[config.mk]
export PLATFORM = sky130hd
export DESIGN_NAME = tw_regif
export DESIGN_NICKNAME = d
export VERILOG_FILES = /design/src/rtl/tw_pkg.sv /design/src/rtl/tw_sync.sv /design/src/rtl/tw_pwrup.sv /design/src/rtl/tw_frame.sv /design/src/rtl/tw_regif.sv
export SDC_FILE = /design/constraint.sdc
export NUM_CORES = 1
export LEC_CHECK = 0
export CAP_MARGIN = 20
export CORE_UTILIZATION = 35
export CTS_BUF_LIST = sky130_fd_sc_hd__clkbuf_16
export CTS_CLUSTER_DIAMETER = 50
export DETAILED_ROUTE_END_ITERATION = 7
export PLACE_DENSITY = 0.58
export SYNTH_ARGS = -nofsm -noshare
export SYNTH_HDL_FRONTEND = slang
export SYNTH_SLANG_ARGS = --single-unit
[constraint.sdc]
create_clock -name clk -period 1.78 [get_ports clk]
set_input_delay 0.534 -clock clk [delete_from_list [all_inputs] [get_ports clk]]
set_output_delay 0.534 -clock clk [all_outputs]
set_load 0.02 [all_outputs]
[src/rtl/tw_pkg.sv]
package tw_pkg;
  typedef enum logic [1:0] {
    PH_IDLE,
    PH_CMD,
    PH_DATA,
    PH_DONE
  } tw_phase_e;
endpackage

[src/rtl/tw_sync.sv]
module tw_sync #(
  parameter int N_SIG  = 3,
  parameter int STAGES = 2
) (
  input  logic             clk,
  input  logic             rst,
  input  logic [N_SIG-1:0] din,
  output logic [N_SIG-1:0] sync_q,
  output logic [N_SIG-1:0] prev_q
);
  for (genvar g = 0; g < N_SIG; g++) begin : g_sig
    logic [STAGES:0] chain;
    always_ff @(posedge clk) begin
      if (rst) chain <= '0;
      else     chain <= {chain[STAGES-1:0], din[g]};
    end
    assign sync_q[g] = chain[STAGES-1];
    assign prev_q[g] = chain[STAGES];
  end
endmodule

[src/rtl/tw_pwrup.sv]
module tw_pwrup #(
  parameter int CYCLES = 256
) (
  input  logic clk,
  input  logic rst,
  output logic ready
);
  localparam int CNT_W = $clog2(CYCLES + 1);
  localparam logic [CNT_W-1:0] LAST = CNT_W'(CYCLES);

  logic [CNT_W-1:0] cnt;

  always_ff @(posedge clk) begin
    if (rst) begin
      cnt   <= '0;
      ready <= 1'b0;
    end else begin
      if (cnt != LAST) cnt <= cnt + 1'b1;
      ready <= (cnt == LAST);
    end
  end

  p_ready_sticky_r11: assert property (@(posedge clk) disable iff (rst)
    ready |=> ready);
endmodule

[src/rtl/tw_frame.sv]
module tw_frame
  import tw_pkg::*;
#(
  parameter int ADDR_W = 7,
  parameter int DATA_W = 8
) (
  input  logic              clk,
  input  logic              rst,
  input  logic              ready,
  input  logic              cs_q,
  input  logic              cs_p,
  input  logic              sck_q,
  input  logic              sck_p,
  input  logic              sd_q,
  input  logic              load,
  input  logic [DATA_W-1:0] load_data,
  output logic              cmd_done,
  output logic              cmd_wr,
  output logic [ADDR_W-1:0] cmd_addr,
  output logic              wr_done,
  output logic [DATA_W-1:0] wr_data,
  output logic              sdio_out,
  output logic              sdio_oe
);
  localparam int CMD_BITS = ADDR_W + 1;
  localparam int TOTAL    = CMD_BITS + DATA_W;
  localparam int CNT_W    = $clog2(TOTAL + 1);
  localparam logic [CNT_W-1:0] CMD_LAST  = CNT_W'(CMD_BITS - 1);
  localparam logic [CNT_W-1:0] DATA_LAST = CNT_W'(TOTAL - 1);
  localparam logic [CNT_W-1:0] CMD_END   = CNT_W'(CMD_BITS);

  tw_phase_e           phase;
  logic [CNT_W-1:0]    cnt;
  logic [CMD_BITS-1:0] cmd_sh;
  logic [DATA_W-1:0]   dat_sh;
  logic [DATA_W-1:0]   tx_sh;
  logic                sck_rise, sck_fall, cs_rise;
  logic [CMD_BITS-1:0] cmd_next;
  logic [DATA_W-1:0]   dat_next;

  assign sck_rise = sck_q & ~sck_p;
  assign sck_fall = ~sck_q & sck_p;
  assign cs_rise  = cs_q & ~cs_p;
  assign cmd_next = {sd_q, cmd_sh[CMD_BITS-1:1]};
  assign dat_next = {sd_q, dat_sh[DATA_W-1:1]};

  always_ff @(posedge clk) begin
    if (rst) begin
      phase    <= PH_IDLE;
      cnt      <= '0;
      cmd_sh   <= '0;
      dat_sh   <= '0;
      cmd_done <= 1'b0;
      cmd_wr   <= 1'b0;
      cmd_addr <= '0;
      wr_done  <= 1'b0;
      wr_data  <= '0;
    end else begin
      cmd_done <= 1'b0;
      wr_done  <= 1'b0;
      if (!cs_q) begin
        phase <= PH_IDLE;
        cnt   <= '0;
      end else begin
        unique case (phase)
          PH_IDLE: if (cs_rise && ready) begin
            phase <= PH_CMD;
            cnt   <= '0;
          end
          PH_CMD: if (sck_rise) begin
            cmd_sh <= cmd_next;
            cnt    <= cnt + 1'b1;
            if (cnt == CMD_LAST) begin
              cmd_wr   <= cmd_next[CMD_BITS-1];
              cmd_addr <= cmd_next[ADDR_W-1:0];
              cmd_done <= 1'b1;
              phase    <= PH_DATA;
            end
          end
          PH_DATA: if (sck_rise) begin
            dat_sh <= dat_next;
            cnt    <= cnt + 1'b1;
            if (cnt == DATA_LAST) begin
              wr_done <= cmd_wr;
              wr_data <= dat_next;
              phase   <= PH_DONE;
            end
          end
          default: ;
        endcase
      end
    end
  end

  // Read shifter: first bit appears on load, later bits after each falling
  // edge that follows a data-phase rising edge.
  always_ff @(posedge clk) begin
    if (rst || !cs_q || phase == PH_IDLE) begin
      tx_sh    <= '0;
      sdio_out <= 1'b0;
      sdio_oe  <= 1'b0;
    end else if (load) begin
      tx_sh    <= load_data;
      sdio_out <= load_data[0];
      sdio_oe  <= 1'b1;
    end else if (sck_fall && sdio_oe && phase == PH_DATA && cnt > CMD_END) begin
      tx_sh    <= tx_sh >> 1;
      sdio_out <= tx_sh[1];
    end
  end

  p_oe_release_r6: assert property (@(posedge clk) disable iff (rst)
    !cs_q |=> !sdio_oe);
  p_oe_not_in_cmd_r6: assert property (@(posedge clk) disable iff (rst)
    (phase == PH_CMD) |-> !sdio_oe);
  p_cnt_bound_r3: assert property (@(posedge clk) disable iff (rst)
    cnt <= CNT_W'(TOTAL));
  p_full_byte_r10: assert property (@(posedge clk) disable iff (rst)
    wr_done |-> (phase == PH_DONE) && $past(phase == PH_DATA));
endmodule

[src/rtl/tw_regif.sv]
module tw_regif #(
  parameter int ADDR_W       = 7,
  parameter int DATA_W       = 8,
  parameter int RESV_BASE    = 15,
  parameter int PWRUP_CYCLES = 256,
  parameter int SYNC_STAGES  = 2
) (
  input  logic              clk,
  input  logic              rst,
  input  logic              cs,
  input  logic              sclk,
  input  logic              sdio_in,
  output logic              sdio_out,
  output logic              sdio_oe,
  input  logic              wp,
  output logic [ADDR_W-1:0] reg_addr,
  output logic              reg_rd,
  input  logic [DATA_W-1:0] reg_rdata,
  output logic              reg_wr,
  output logic [DATA_W-1:0] reg_wdata
);
  localparam logic [ADDR_W-1:0] RESV_A = ADDR_W'(RESV_BASE);

  logic [2:0]        pin_q, pin_p;
  logic              ready;
  logic              cmd_done, cmd_wr, wr_done;
  logic [ADDR_W-1:0] cmd_addr;
  logic [DATA_W-1:0] wr_data;
  logic              load, rd_wait;
  logic [DATA_W-1:0] load_data;
  logic              addr_ok;

  tw_sync #(.N_SIG(3), .STAGES(SYNC_STAGES)) u_sync (
    .clk    (clk),
    .rst    (rst),
    .din    ({sdio_in, sclk, cs}),
    .sync_q (pin_q),
    .prev_q (pin_p)
  );

  tw_pwrup #(.CYCLES(PWRUP_CYCLES)) u_pwrup (
    .clk   (clk),
    .rst   (rst),
    .ready (ready)
  );

  tw_frame #(.ADDR_W(ADDR_W), .DATA_W(DATA_W)) u_frame (
    .clk       (clk),
    .rst       (rst),
    .ready     (ready),
    .cs_q      (pin_q[0]),
    .cs_p      (pin_p[0]),
    .sck_q     (pin_q[1]),
    .sck_p     (pin_p[1]),
    .sd_q      (pin_q[2]),
    .load      (load),
    .load_data (load_data),
    .cmd_done  (cmd_done),
    .cmd_wr    (cmd_wr),
    .cmd_addr  (cmd_addr),
    .wr_done   (wr_done),
    .wr_data   (wr_data),
    .sdio_out  (sdio_out),
    .sdio_oe   (sdio_oe)
  );

  assign addr_ok = (cmd_addr < RESV_A);

  always_ff @(posedge clk) begin
    if (rst) begin
      reg_addr  <= '0;
      reg_rd    <= 1'b0;
      reg_wr    <= 1'b0;
      reg_wdata <= '0;
      rd_wait   <= 1'b0;
      load      <= 1'b0;
      load_data <= '0;
    end else begin
      reg_rd  <= 1'b0;
      reg_wr  <= 1'b0;
      load    <= 1'b0;
      rd_wait <= reg_rd;
      if (cmd_done && !cmd_wr) begin
        if (addr_ok) begin
          reg_rd   <= 1'b1;
          reg_addr <= cmd_addr;
        end else begin
          load      <= 1'b1;
          load_data <= '0;
        end
      end
      if (rd_wait) begin
        load      <= 1'b1;
        load_data <= reg_rdata;
      end
      if (wr_done && addr_ok && !wp) begin
        reg_wr    <= 1'b1;
        reg_addr  <= cmd_addr;
        reg_wdata <= wr_data;
      end
    end
  end

  p_rsv_no_read_r7: assert property (@(posedge clk) disable iff (rst)
    reg_rd |-> reg_addr < RESV_A);
  p_rsv_no_write_r8: assert property (@(posedge clk) disable iff (rst)
    reg_wr |-> reg_addr < RESV_A);
  p_wp_block_r9: assert property (@(posedge clk) disable iff (rst)
    reg_wr |-> !$past(wp));
  p_wr_pulse_r4: assert property (@(posedge clk) disable iff (rst)
    reg_wr |=> !reg_wr);
  p_quiet_r11: assert property (@(posedge clk) disable iff (rst)
    !ready |-> !reg_wr && !reg_rd && !sdio_oe);
  p_no_overlap_r5: assert property (@(posedge clk) disable iff (rst)
    !(reg_wr && reg_rd));
endmodule

### Word level (Yosys, flattened, before mapping)

Cells that the tools add are included.

* flip-flop bits (word level): 96
* input port bits: 14
* logic and storage cells: 110

* $add $sub $neg: 2
* $lt $le $gt $ge: 2
* equality and inequality tests: 13
* muxes and demuxes: 25
* bitwise logic cells: 12
* reduce and logical (&&, ||, !) cells: 32

Operators with widths (number)
* $mux W8: 5
* $mux W7: 3
* $ne A2 B1 Y1 const B: 6
* $mux W2: 5
* $mux W5: 2
* $pmux W5 S2: 1
* $reduce_bool A2 Y1: 5
* $add A9 B1 Y9 const B: 1
* $eq A9 B9 Y1 const B: 1
* $ne A9 B9 Y1 const B: 1
* $not A1 Y1: 9
* $reduce_and A3 Y1: 3
* $mux W1: 8
* $reduce_and A4 Y1: 2
* $logic_and A1 B1 Y1: 7
* $lt A7 B4 Y1 const B: 1
* $pmux W2 S3: 1
* $reduce_and A6 Y1: 1
* $reduce_or A2 Y1: 3
* $add A5 B1 Y5 const B: 1
* $eq A5 B3 Y1 const B: 1
* $eq A5 B4 Y1 const B: 1
* $gt A5 B4 Y1 const B: 1
* $reduce_or A5 Y1: 1
* other kinds (10): 16

### Logic depth before layout (Yosys ltp)

Gate-level depths: netlist of the first run.

* depth after elaboration: 7
* depth in mapped cells: 8
* mapped depth without buffers: 7

### Modules after synthesis

A second synthesis of the first run with hierarchy kept.

* cells, all modules: 396
* area total of the unflattened synthesis: 3854.9 um^2

By module, submodules not included
* tw_frame: times used 1, cells each 228, area an instance 2049.5 um^2, sequential area each 960.9 um^2
* tw_regif: times used 1, cells each 94, area an instance 1053.5 um^2, sequential area each 540.5 um^2
* tw_pwrup: times used 1, cells each 50, area an instance 470.5 um^2, sequential area each 200.2 um^2
* tw_sync: times used 1, cells each 24, area an instance 281.5 um^2, sequential area each 180.2 um^2

### Least setup slack after synthesis of the first run

OpenSTA, ideal clock, no wires.

* path kind: register to register
* start point: register u_frame.cnt[0]
* end point: register u_frame.phase[1]
* library setup time: 0.116 ns
* arrival: 1.685 ns
* path slack: -0.021 ns
* stages on the path, launching flop included: 9
* path buffers: 1
* period minus slack after synthesis: 1.801 ns
* cell sequence: dfxtp_1 > ha_1 > and3_1 > ha_1 > clkbuf_1 > nand3b_1 > a22oi_1 > a211oi_1 > a41o_1

* longest elaborated chain between the ends: 3
* elaborated cells on any way between the ends: 5
* classes of those cells: 4 x eq/ne; 1 x reduce/logical

RTL lines
* start: declaration: RTL line tw_frame.sv:33 `logic [CNT_W-1:0] cnt;`
* start signal: assignment: RTL line tw_frame.sv:72 `cnt <= cnt + 1'b1;`
* start signal: assignment: RTL line tw_frame.sv:82 `cnt <= cnt + 1'b1;`
* $eq A5 B4 Y1 / $eq A5 B3 Y1 (equally long branches): RTL line tw_frame.sv:83, tw_frame.sv:73
* $ne A2 B1 Y1 (no source line)
* $reduce_and A6 Y1 (no source line) (*)
* end signal: assignment: RTL line tw_frame.sv:67 `phase <= PH_CMD;`
* end signal: assignment: RTL line tw_frame.sv:77 `phase <= PH_DATA;`
* end signal: assignment: RTL line tw_frame.sv:86 `phase <= PH_DONE;`
* end: declaration: RTL line tw_frame.sv:32 `tw_phase_e phase;`

Mark *: on every way between the ends. The rest lies on a longest branch, timed or not.
A chain may end at the register's enable or synchronous reset.

### Worst setup path after layout of the first run

* start point: register u_frame.cnt[1]
* end point: register u_frame.phase[0]

Same word-level chain as after synthesis.

==> results of run 1 <==
## report_power, final
part | switching, W | internal, W | total (W)
registers | 0.0000124 | 0.00209 | 0.00211
logic | 0.0000469 | 0.0000468 | 0.0000937
clock network | 0.000831 | 0.000963 | 0.00179
total | 0.000891 | 0.00310 | 0.00399
## worst max path at each step
stage / end / slack (ns) / cells after the start
5_1_grt: u_frame.phase[0] / -0.0002 / 8
3_3_place_gp: reg_addr[1] / -0.05 / 6
3_5_place_dp: reg_addr[2] / -0.05 / 6
6_report: u_frame.phase[0] / 0.12 / 8
2_1_floorplan: u_frame.phase[1] / 0.07 / 7
4_1_cts: u_frame.phase[0] / 0.06 / 8
## final cells by class
| type | instances | area (sq um) | area share (%) |
|---|---|---|---|
| well taps | 133 | 166 | 3.76 |
| multi-input cells | 268 | 1640 | 37.1 |
| inverters | 9 | 33.8 | 0.763 |
| clock inverters | 7 | 56.3 | 1.27 |
| repair buffers | 49 | 444 | 10.0 |
| clock buffers | 9 | 225 | 5.08 |
| flip-flops and latches | 93 | 1860 | 42.0 |
## timing repair
action | 4_1_cts | 5_1_grt
resized for setup | 19 | 2
setup endpoints to repair | 19 | 3
hold buffers | 0 | 0
## cells by family after synthesis
| family | count (synthesis) | share of synthesized area [%] |
|---|---|---|
| AO/OA/AOI/OAI | 73 | 12.8 |
| XOR/XNOR | 4 | 0.974 |
| adder cells (fa/ha/maj) | 10 | 3.48 |
| buffers and inverters | 26 | 2.78 |
| flip-flops | 93 | 51.8 |
| multiplexers | 21 | 5.85 |
| AND/OR/NAND/NOR | 160 | 22.3 |
## per-stage QoR
stage | util [%] | instances | power (W)
finish | 44.9 | 568 | 0.00399
global placement | 42.2 | 552 | 0.00225
global route | 44.9 | 568 | 0.00416
CTS | 44.8 | 568 | 0.00406
floorplan | - | 387 | 0.00220
detailed placement | 42.2 | 552 | 0.00225
## cell usage after synthesis (2+ instances only)
cell and instances:
nand2_1 47, a22o_1 8, nand3b_1 4, nor2_1 38, buf_2 2, nand2b_1 5, o211ai_1 2, buf_1 4
xor2_1 3, or3_1 6, nor3_1 3, o21ai_0 11, o21a_1 2, dfxtp_1 93, nor4_1 9, and2_1 3
a211oi_1 7, and3_1 3, mux2i_1 21, nand4_1 3, nor2b_1 13, a21oi_1 31, o22ai_1 2, nand4b_1 2
nor3b_1 2, clkbuf_1 11, ha_1 10, inv_1 9, nand3_1 17
## critical path, stage by stage, from the launching register on
cell	delay (ns)
dfxtp_1	0.33
ha_1	0.20
and3_1	0.19
ha_1	0.25
nand3b_1	0.12
a22oi_2	0.07
buf_4	0.14
and3_1	0.17
nor3_1	0.12
## sequential cells by signal, summed over array words and instances, names as in the netlist, 2 cells and up
signal / flops
load_data: 8
reg_addr: 7
reg_wdata: 8
u_frame.cmd_addr: 7
u_frame.cmd_sh: 7
u_frame.cnt: 5
u_frame.dat_sh: 7
u_frame.phase: 2
u_frame.tx_sh: 8
u_frame.wr_data: 8
u_pwrup.cnt: 9
u_sync.g_sig.chain: 8
## per-layer routing
metal  GRT usage [%]  vias up
li1                -     1440
met1            17.6     1272
met2            22.9       42
met3            4.50        8
met4            5.20        0
met5               0        -
==> key figures, run 1 <==
Timing
  – Final Max Slew Viols: 0
  – Layout Skew: 0.00682 ns
  – Crit share post-route: 93.0%
  – Worst Max-Slew Pin Slew: 0.479 ns
  – Fmax: 604 MHz
  – Setup WS post-layout: 0.124 ns
  – Final hold viol count: 0
  – Slew margin rel.: 67.9%
  – Final setup fails: 0
  – Fin Hold WS: 0.437 ns
  – Min Clock Period, post-route: 1.66 ns
  – Final setup TNS: 0 ns

Synthesis
  – Post-Syn Area per Cell: 9.29 sq um
  – Ys flop type: dfxtp_1
  – Register area share after synthesis: 51.8%
  – Netlist cell types: 45
  – Yosys warning total: 0
  – Synth top area cells: dfxtp_1 (52%), mux2i_1 (5.8%), nand2_1 (4.9%)
  – Post-synth net total: 411
  – Asr flop ratio synth: 0%
  – Yosys top cell by area: dfxtp_1
  – Top cell type's share of synthesized area: 51.8%
  – Synthesized instance count: 387
  – Mapped cell area: 0.00360 sq mm
  – Post-synth EDFFs: 0
  – #FFs+latches synth: 93

Clock network
  – Setup Buffers After CTS: 0
  – Root Driver: clkbuf_16
  – CTS buffer count: 9
  – Clk buf depth: 2
  – H-tree Lvls: 3
  – Worst skew pair latency: 0.34 ns
  – Clock slew at reported path FFs: 0.06 ns
  – CTS tree: built
  – Sink Count: 93

Placement
  – GP Congestion: 0.814
  – DP Wirelength: 4690 microns
  – Dpl ws: -0.0477 ns
  – Port bufs: 32
  – Cell Area, Placed: 0.00416 sq mm

Final layout
  – Layout cells sized above 1: 9.66%
  – Most frequent cells in the layout: dfxtp_1 (93), nand2_1 (46), nor2_1 (38), a21oi_1 (31), mux2i_1 (21)
  – Area grow syn2layout: 23.2%
  – Diode count: 0
  – NumNets Final: 454
  – Design area: 0.00443 sq mm
  – Most common cell after layout, fill and taps aside: dfxtp_1
  – Fill cell count: 975

Power
  – Leak: 1.75 nW
  – Max IR drop VDD: 0.000555 V
  – Power Density: 902 mW/mm^2

Critical path
  – Reg-to-reg startpoint: u_frame.cnt[1]
  – Crit path DAT: 1.91 ns
  – Maximum fanout along the worst path: 3
  – Reg2Reg Setup Slack: 0.12 ns
  – Worst Setup SP: u_frame.cnt[1]
  – Endpoint class of the critical path: flop
  – Critical Setup Path Class: flop to flop
  – WP data required: 2.04 ns
  – Reg2reg end: u_frame.phase[0]
  – Setup crit start kind: flop
  – Worst reg2reg path depth: 8

Routing
  – Drt first pass iters: 4
  – Routed WL: 6870 microns
  – Highest Signal Layer: met4
  – WL/cell: 12.1 microns
  – Metal2 WL: 3100 microns
  – Routed length on met1: 3400 microns
  – Initial DRC count: 135
  – DR DRC count: 0
  – Via count: 2762
  – Avg Vias per Cell: 4.86
  – Metal3 WL: 279 microns
  – Post-detailed-route count of antenna-violating nets: 0

Die
  – Die Height: 103 microns
  – Chip Width: 103 microns
  – DIE AREA: 0.0107 sq mm
  – I/O pin total: 33
  – Row Count: 36
  – Initial Util: 36.5%
  – Core area: 0.00986 sq mm

GRT
  – Tot GR Track Use: 14.2%
  – First-pass GRT wire length: 11800 microns
  – Initial antenna violation count: 0
  – Total congestion overflow: 0
  – Vias in the first global route: 2592
  – Pin count of the biggest net entering global routing: 69

Hold path
  – Min-Delay Startpoint: u_sync.g_sig[0].chain[0]
  – Hold Crit Depth: 1
  – HP Class: flop to flop
  – Hold endpoint: u_sync.g_sig[0].chain[1]

Job
  – Maximum Capacitance Violations: 0

Status
  – Outcome: complete, no violations
Note: power is estimated with default switching activity, not from simulation.
==> inputs of run 2 (changes only) <==
--- a/config.mk
+++ b/config.mk
@@ -7,10 +7,12 @@
 export LEC_CHECK = 0
 export CAP_MARGIN = 20
 export CORE_UTILIZATION = 35
-export CTS_BUF_LIST = sky130_fd_sc_hd__clkbuf_16
+export CTS_BUF_LIST = sky130_fd_sc_hd__clkbuf_4
 export CTS_CLUSTER_DIAMETER = 50
 export DETAILED_ROUTE_END_ITERATION = 7
 export PLACE_DENSITY = 0.58
+export SKIP_CTS_REPAIR_TIMING = 1
 export SYNTH_ARGS = -nofsm -noshare
 export SYNTH_HDL_FRONTEND = slang
+export SYNTH_HIERARCHICAL = 1
 export SYNTH_SLANG_ARGS = --single-unit
==> run 2 against run 1 <==
  * Clock power shrank 35%
  * Utilization shrank 1.5 points
  * Maximum frequency shrank 3.8%
  * Wire length shrank 0.55%
  * Register-to-register slack lost 0.07 ns
  * Critical path type unchanged
  * Critical endpoint is now u_frame/phase[1]
  * Highest routed layer unchanged
==> key figures, run 2 <==
Synthesis
  – Post-synth net total: 417 (+1.5%)
  – Synthesized instance count: 393 (+1.6%)
  – Yosys warning total: 6 (+6)
  – Post-Syn Area per Cell: 9.72 sq um (+4.6%)
  – Mapped cell area: 0.00382 sq mm (+6.3%)

Clock network
  – Clk buf depth: 2 (unchanged)
  – Worst skew pair latency: 0.44 ns (+0.10 ns)
  – CTS buffer count: 9 (unchanged)
  – CTS tree: built
  – Sink Count: 93 (unchanged)
  – Root Driver: clkbuf_4
  – H-tree Lvls: 3 (unchanged)
  – Clock slew at reported path FFs: 0.14 ns (+0.08 ns)

Final layout
  – Diode count: 0 (unchanged)
  – Most frequent cells in the layout: dfxtp_1 (89), nor2_1 (33), nand2b_1 (32), mux2i_1 (31), nand2_1 (29)
  – Most common cell after layout, fill and taps aside: dfxtp_1
  – Largest register FFs: 9 (unchanged)
  – Largest Register: u_pwrup/cnt
  – NumNets Final: 452 (-0.44%)
  – Layout cells sized above 1: 13.4% (+3.7 points)
  – Design area: 0.00455 sq mm (+2.6%)
  – Final std cells w/o fill: 569 (+0.18%)
  – Fill cell count: 1029 (+5.5%)
  – Area grow syn2layout: 19.0%

Timing
  – Min Clock Period, post-route: 1.72 ns (+0.0661 ns)
  – Fmax: 581 MHz (-3.8%)
  – Final Max Slew Viols: 0 (unchanged)
  – Final hold viol count: 0 (unchanged)
  – RSZ-0062 raised after global routing: false
  – Worst Max-Slew Pin Slew: 0.548 ns (+0.0690 ns)
  – Final setup fails: 0 (unchanged)
  – Crit share post-route: 96.7% (+3.7 points)
  – Slew margin rel.: 63.4% (-4.5 points)
  – Layout Skew: 0.0268 ns (+0.0200 ns)

GRT
  – Pin count of the biggest net entering global routing: 45 (-35%)
  – Vias in the first global route: 2501 (-3.5%)
  – Tot GR Track Use: 12.7% (-1.4 points)
  – First-pass GRT wire length: 11600 microns (-2.2%)
  – Total congestion overflow: 0 (unchanged)
  – Initial antenna violation count: 0 (unchanged)

Critical path
  – Reg-to-reg startpoint: u_frame/cnt[1]
  – Maximum fanout along the worst path: 4 (+1)
  – Worst reg2reg path depth: 7 (-1)
  – WP data required: 2.12 ns (+0.08 ns)
  – Endpoint class of the critical path: flop
  – Reg2Reg Setup Slack: 0.06 ns (-0.07 ns)
  – Critical Setup Path Class: flop to flop
  – Crit path DAT: 2.06 ns (+0.15 ns)
  – Reg2reg end: u_frame/phase[1]
  – Setup crit start kind: flop

Placement
  – Port bufs: 32 (unchanged)
  – GP Congestion: 0.733 (-9.9%)
  – Inst Count DP: 551 (-0.18%)
  – DP Wirelength: 4740 microns (+1.2%)
  – Cell Area, Placed: 0.00430 sq mm (+3.3%)

Routing
  – Routed WL: 6830 microns (-0.55%)
  – WL/cell: 12.0 microns (-0.73%)
  – Initial DRC count: 131 (-3.0%)
  – DR DRC count: 0 (unchanged)
  – Avg Vias per Cell: 4.85 (-0.18%)
  – Post-detailed-route count of antenna-violating nets: 0 (unchanged)
  – Drt first pass iters: 4 (unchanged)
  – Via count: 2762 (unchanged)

Hold path
  – HP Class: flop to flop
  – Hold Crit Depth: 1 (unchanged)
  – Hold endpoint: u_sync/g_sig[2].chain[1]
  – Min-Delay Startpoint: u_sync/g_sig[2].chain[0]

Power
  – Leak: 1.97 nW (+13%)
  – Max IR drop VDD: 0.000452 V (-19%)
  – Power Density: 744 mW/mm^2 (-17%)

Die
  – Core area: 0.0105 sq mm (+6.1%)
  – Initial Util: 36.5% (+0.069 points)
  – DIE AREA: 0.0113 sq mm (+6.1%)
  – Die Height: 106 microns (+3.0%)
  – Row Count: 37 (+2.8%)
  – Chip Width: 106 microns (+3.0%)
  – I/O pin total: 33 (unchanged)

Status
  – Outcome: complete, no violations

Job
  – Maximum Capacitance Violations: 0 (unchanged)
[run 2: power breakdown]
| part | internal, W | switching [W] |
|---|---|---|
| registers | 0.00209 | 0.0000149 |
| clock network | 0.000459 | 0.000710 |
| logic | 0.0000598 | 0.0000453 |
[run 2: worst max path at each step]
| stage | start | slack (ns) | to |
|---|---|---|---|
| 5_1_grt | u_frame/cnt[1] | 0.004 | u_frame/phase[1] |
| 6_report | u_frame/cnt[1] | 0.06 | u_frame/phase[1] |
| 3_5_place_dp | wp | -0.09 | reg_addr[3] |
| 4_1_cts | u_frame/sdio_oe | -0.34 | sdio_oe |
| 3_3_place_gp | wp | -0.05 | reg_addr[2] |
| 2_1_floorplan | u_frame/phase[1] | 0.1 | u_frame/cmd_addr[6] |
[run 2: per-layer routing]
| layer | GRT usage, % | wire length [microns] |
|---|---|---|
| met5 | 0 | 0 |
| met4 | 3.52 | 81 |
| met2 | 19.8 | 3030 |
| met3 | 4.78 | 314 |
| met1 | 16.5 | 3400 |
[run 2: worst max-delay path, stage by stage, from the launching register on]
cell and delay, ns:
dfxtp_2 0.38, ha_1 0.19, and3_1 0.18, ha_2 0.20, nand3b_1 0.08, a221oi_1 0.27, nand2_1 0.17, mux2i_1 0.16
[run 2: cell type report]
class	count	area [sq um]	area share [%]
clock buffer	10	75.1	1.65
clock inverter	6	71.3	1.57
inverter	11	41.3	0.908
multi-input combinational	266	1820	40.0
sequential	93	1870	41.1
tap	136	170	3.74
timing repair buffer	47	500	11.0
[run 2: through the flow]
stage / utilization [%] / total power, W / hold WS [ns] / setup TNS, ns / setup slack [ns]
2_1_floorplan: - / 0.00222 / 0.414 / 0 / 0.0963
3_3_place_gp: 41.1 / 0.00226 / 0.419 / -0.491 / -0.0547
3_5_place_dp: 41.1 / 0.00226 / 0.424 / -0.846 / -0.0883
4_1_cts: 42.5 / 0.00345 / 0.454 / -4.05 / -0.338
5_1_grt: 43.4 / 0.00354 / 0.466 / 0 / 0.00444
6_report: 43.4 / 0.00338 / 0.456 / 0 / 0.0584
